### config.mk
export PLATFORM = sky130hd
export DESIGN_NAME = banked_dot_unit
export DESIGN_NICKNAME = d
export VERILOG_FILES = /design/src/rtl/dotp_pkg.sv /design/src/rtl/dot_ctrl.sv /design/src/rtl/lane_mult.sv /design/src/rtl/reduce_tree.sv /design/src/rtl/banked_dot_unit.sv
export SDC_FILE = /design/constraint.sdc
export NUM_CORES = 1
export LEC_CHECK = 0
export BUFFER_PORTS_ARGS = -buffer_cell sky130_fd_sc_hd__buf_2
export CORE_AREA = 3 3 174 176
export DETAILED_ROUTE_END_ITERATION = 7
export DIE_AREA = 0 0 177 179
export GPL_TIMING_DRIVEN = 0
export HOLD_SLACK_MARGIN = 0.02
export PLACE_DENSITY = 0.76
export SYNTH_ARGS = -nofsm -noshare
export SYNTH_HDL_FRONTEND = slang
export SYNTH_HIERARCHICAL = 1
export SYNTH_SLANG_ARGS = --single-unit
### constraint.sdc
create_clock -name clk -period 5.1 [get_ports clk]
set_clock_uncertainty 0.15 [all_clocks]
set_input_delay 0.255 -clock clk [delete_from_list [all_inputs] [get_ports clk]]
set_output_delay 0.255 -clock clk [all_outputs]
set_load 0.01 [all_outputs]
### src/rtl/dotp_pkg.sv
package dotp_pkg;

  typedef enum logic [2:0] {
    ST_IDLE,
    ST_ISSUE,
    ST_FETCH,
    ST_COMBINE,
    ST_FINISH
  } dot_state_t;

  // Address width for a given number of rows, never below one bit.
  function automatic int row_bits(input int rows);
    return (rows > 1) ? $clog2(rows) : 1;
  endfunction

endpackage

### src/rtl/dot_ctrl.sv
module dot_ctrl
  import dotp_pkg::*;
#(
  parameter int GROUPS = 4,
  parameter int ADDR_W = 2
) (
  input  logic              clk,
  input  logic              rst_n,
  input  logic              start,
  output logic [ADDR_W-1:0] row,
  output logic              capture,
  output logic              combine_fire,
  output logic              start_take,
  output logic              busy,
  output logic              done
);

  localparam logic [ADDR_W-1:0] LAST_ROW = ADDR_W'(GROUPS - 1);

  dot_state_t state;

  assign start_take   = (state == ST_IDLE) && start;
  assign capture      = (state == ST_FETCH);
  assign combine_fire = (state == ST_COMBINE);
  assign busy         = (state == ST_ISSUE) || (state == ST_FETCH) || (state == ST_COMBINE);
  assign done         = (state == ST_FINISH);

  always_ff @(posedge clk or negedge rst_n) begin
    if (!rst_n) begin
      state <= ST_IDLE;
      row   <= '0;
    end else begin
      unique case (state)
        ST_IDLE: begin
          if (start) begin
            state <= ST_ISSUE;
            row   <= '0;
          end
        end
        ST_ISSUE:   state <= ST_FETCH;
        ST_FETCH:   state <= ST_COMBINE;
        ST_COMBINE: begin
          if (row == LAST_ROW) begin
            state <= ST_FINISH;
            row   <= '0;
          end else begin
            state <= ST_ISSUE;
            row   <= row + 1'b1;
          end
        end
        ST_FINISH:  state <= ST_IDLE;
        default:    state <= ST_IDLE;
      endcase
    end
  end

endmodule

### src/rtl/lane_mult.sv
module lane_mult #(
  parameter int DATA_W = 8
) (
  input  logic                  clk,
  input  logic                  rst_n,
  input  logic                  capture,
  input  logic [DATA_W-1:0]     opa,
  input  logic [DATA_W-1:0]     opb,
  output logic [2*DATA_W-1:0]   prod
);

  function automatic logic [2*DATA_W-1:0] umul(input logic [DATA_W-1:0] x,
                                               input logic [DATA_W-1:0] y);
    return (2*DATA_W)'(x) * (2*DATA_W)'(y);
  endfunction

  always_ff @(posedge clk or negedge rst_n) begin
    if (!rst_n)       prod <= '0;
    else if (capture) prod <= umul(opa, opb);
  end

endmodule

### src/rtl/reduce_tree.sv
module reduce_tree #(
  parameter int N     = 4,
  parameter int IN_W  = 16,
  parameter int OUT_W = 32
) (
  input  logic [N*IN_W-1:0] leaves,
  output logic [OUT_W-1:0]  total
);

  // Heap layout: node i has children 2i+1 and 2i+2; leaves occupy N-1..2N-2.
  logic [OUT_W-1:0] node [2*N-1];

  for (genvar j = 0; j < N; j++) begin : g_leaf
    assign node[N-1+j] = OUT_W'(leaves[j*IN_W +: IN_W]);
  end

  for (genvar i = 0; i < N-1; i++) begin : g_add
    assign node[i] = node[2*i+1] + node[2*i+2];
  end

  assign total = node[0];

endmodule

### src/rtl/banked_dot_unit.sv
module banked_dot_unit
  import dotp_pkg::*;
#(
  parameter int LANES   = 4,
  parameter int VEC_LEN = 16,
  parameter int DATA_W  = 8,
  parameter int ACC_W   = 32,
  localparam int GROUPS = VEC_LEN / LANES,
  localparam int ADDR_W = row_bits(GROUPS),
  localparam int PROD_W = 2 * DATA_W
) (
  input  logic                    clk,
  input  logic                    rst_n,
  input  logic                    start,
  output logic [LANES*ADDR_W-1:0] a_addr,
  input  logic [LANES*DATA_W-1:0] a_rdata,
  output logic [LANES*ADDR_W-1:0] b_addr,
  input  logic [LANES*DATA_W-1:0] b_rdata,
  output logic                    done,
  output logic [ACC_W-1:0]        result
);

  logic [ADDR_W-1:0]       row;
  logic                    capture;
  logic                    combine_fire;
  logic                    start_take;
  logic                    busy;
  logic [LANES*PROD_W-1:0] prods;
  logic [ACC_W-1:0]        group_sum;
  logic [ACC_W-1:0]        acc;

  dot_ctrl #(.GROUPS(GROUPS), .ADDR_W(ADDR_W)) u_ctrl (
    .clk          (clk),
    .rst_n        (rst_n),
    .start        (start),
    .row          (row),
    .capture      (capture),
    .combine_fire (combine_fire),
    .start_take   (start_take),
    .busy         (busy),
    .done         (done)
  );

  for (genvar j = 0; j < LANES; j++) begin : g_lane
    assign a_addr[j*ADDR_W +: ADDR_W] = row;
    assign b_addr[j*ADDR_W +: ADDR_W] = row;

    lane_mult #(.DATA_W(DATA_W)) u_mult (
      .clk     (clk),
      .rst_n   (rst_n),
      .capture (capture),
      .opa     (a_rdata[j*DATA_W +: DATA_W]),
      .opb     (b_rdata[j*DATA_W +: DATA_W]),
      .prod    (prods[j*PROD_W +: PROD_W])
    );
  end

  reduce_tree #(.N(LANES), .IN_W(PROD_W), .OUT_W(ACC_W)) u_tree (
    .leaves (prods),
    .total  (group_sum)
  );

  always_ff @(posedge clk or negedge rst_n) begin
    if (!rst_n)            acc <= '0;
    else if (start_take)   acc <= '0;
    else if (combine_fire) acc <= acc + group_sum;
  end

  assign result = acc;

endmodule

==> parameters.txt <==
Parameter                              Value

Outcome
  Outcome    complete, but fails checks
  Failing checks    negative setup slack

STA
  Number of hold violations in the final report    0
  RSZ-0062 raised after global routing    yes
  Maximum clock rate    0.171 GHz
  Share of the cycle needed by the critical path after routing    115%
  Final hold slack    0.0951 ns
  Worst rel slew slack    24.7%
  Count of final max-slew check failures    0
  Setup WS post-layout    -0.757 ns
  Tightest Pin Transition    1.13 ns
  Minimum period implied by the final worst setup slack    5.86 ns
  Setup violations, final    21

Clock network
  CTS H-Tree Depth    3
  Clock transition at the registers of the reported paths    0.08 ns
  Master cell of the clock root buffer    clkbuf_16
  Source-to-sink clock delay at the later pin of the worst-skew pair    0.36 ns
  Sinks on the clock net    101
  Maximum clock path buffer count    2
  TritonCTS Buffers    9
  Clock tree from TritonCTS    done

Critical path
  Slack of the worst reg-to-reg path    -0.76 ns
  Classification of the worst setup path    register to register
  Data required time of the critical path    5.20 ns
  Delay of the slowest critical-path stage    0.51 ns
  Critical path capture point type    register
  Kind of start point of the critical path    register
  Critical path buffer and inverter count    4
  Crit-path leading delay family    compound AO/OA/AOI/OAI gates
  CP cell instances    ha_4 > inv_2 > fa_2 > nor2b_4 > o31a_1 > o21a_1 > o41a_1 > or4_4 > nand3_4 > ha_4 > buf_4 > mux2_4 > a311oi_2 > o211ai_1 > ha_1 > nand3_2 > or4_4 > o211ai_4 > buf_12 > o21ai_4 > o21ai_2 > a31oi_1 > buf_4 > a221o_1
  Slowest library cell on the worst path    or4_4
  Data arrival, critical path    5.95 ns
  Worst-path maximum fanout    4

Routing
  Iteration-0 DRC count of the detailed router    722
  First drt pass iteration count    5
  Final ANT Viol Nets    0
  Via count of the routed design    13800
  Vias per cell    5.68
  Post-detailed-route wirelength per cell    15.8 um
  DRT Wirelength    38400 um
  DR DRC count    0

Synthesis
  Avg Synthesized Cell Area    8.97 um2
  Synth warn    6
  Total standard cell area after synthesis    16600 um2
  Count of mapped cells out of synthesis    1853

Placed design
  Worst slack at placement    -0.882 ns
  Routability-driven placement congestion ratio    0.893
  Detail Placement HPWL    30400 um
  Port bufs    115

GRT
  Sum of overflow across all layers after global routing    0
  Pin count of the biggest net entering global routing    57
  Via count of the first global-routing pass    14000
  Antenna violations before repair    0
  First-pass GRT wire length    64700 um
  Total track usage    24.7%

Floorplan
  Number of I/O pins    116
  Initial Utilization    57.8%
  Row count    62
  Core outline area    28800 um2
  Die extent in x    177 um
  Die span in y    179 um
  Floorplan die area    31700 um2

Final layout
  Area growth syn-to-layout    13.0%
  Area used by sequential logic in the layout    2530 um2
  Share of post-route cells with drive strength above 1    18.0%
  Multi-input gate area in the final layout    13200 um2
  Total number of nets in the final design    2477
  Filler instances    2384
  Diodes inserted    0

Flow run
  Number of maximum-capacitance violations    0

Hold path
  Worst hold path class    input port to register
per-stage QoR:
| step | setup TNS, ns | instance area (um2) | std cells | util, % |
|---|---|---|---|---|
| 6_report | -10.76 | 18800 | 2426 | 65.3 |
| 5_1_grt | -14.60 | 18800 | 2426 | 65.3 |
| 4_1_cts | -6.65 | 18600 | 2420 | 64.6 |
| 3_5_place_dp | -11.76 | 17800 | 2366 | 61.9 |
| 3_3_place_gp | -10.32 | 17800 | 2365 | 61.8 |
| 2_1_floorplan | -1.56 | 16700 | 1866 | - |
cell usage in the layout, fill, tap and decap left out, types with 22 or more instances in the layout:
cell type,count
mux2i_1,22
a21oi_1,79
buf_4,73
xor2_1,24
and2_1,185
o21ai_0,38
nand2_1,143
nor2_1,84
buf_2,117
fa_1,146
mux2_2,43
inv_1,237
xnor2_1,61
nand3_1,26
dfrtp_1,101
a21o_1,39
ha_1,217
layout make-up:
| type | instances | area share [%] |
|---|---|---|
| Sequential cell | 101 | 13.5 |
| Tap cell | 384 | 2.56 |
| Multi-Input combinational cell | 1465 | 70.3 |
| Buffer | 54 | 1.98 |
| Timing Repair Buffer | 166 | 5.37 |
| Clock inverter | 5 | 0.266 |
| Clock buffer | 11 | 1.29 |
| Inverter | 240 | 4.79 |
tightest hold or removal path, cell delays in order:
cell,delay (ns)
buf_2,0.14
nand3_1,0.08
o21ai_0,0.07
final timing paths:
check                                         start                  endpoint  cells after the start
min in group asynchronous                     rst_n                result[30]                      2
setup reg to reg           g_lane[3].u_mult/prod[0]                result[23]                     24
setup / recovery           g_lane[3].u_mult/prod[0]                result[23]                     24
hold reg to reg            g_lane[2].u_mult/prod[6]  g_lane[2].u_mult/prod[6]                      1
max in group asynchronous                     rst_n  g_lane[3].u_mult/prod[1]                      3
hold / removal                          a_rdata[16]  g_lane[2].u_mult/prod[0]                      3
sequential cells by signal, summed over array words and instances (netlist names):
name	flops
result	32
g_lane.u_mult/prod	64
u_ctrl/row	2
u_ctrl/state	3
layer usage:
metal | global-route usage, % | wire length (um) | vias up | share of wire (%)
met2 | 44.0 | 19300 | 362 | 50
li1 | - | - | 6630 | -
met4 | 9.00 | 1330 | 0 | 3.5
met5 | 0 | 0 | - | 0
met3 | 2.69 | 1540 | 96 | 4.0
met1 | 31.1 | 16300 | 6694 | 42
timing repair:
action | 4_1_cts | 5_1_grt
setup endpoints to repair | 21 | 21
hold endpoints to repair | 46 | 0
pin swaps | 46 | 41
hold buffers | 2 | 0
gates resized for setup | 38 | 29
buffers inserted | 40 | 11
Power is left out: the tool's default activity adds up to more than one toggle a clock period on the data nets, which glitch-free logic cannot reach.
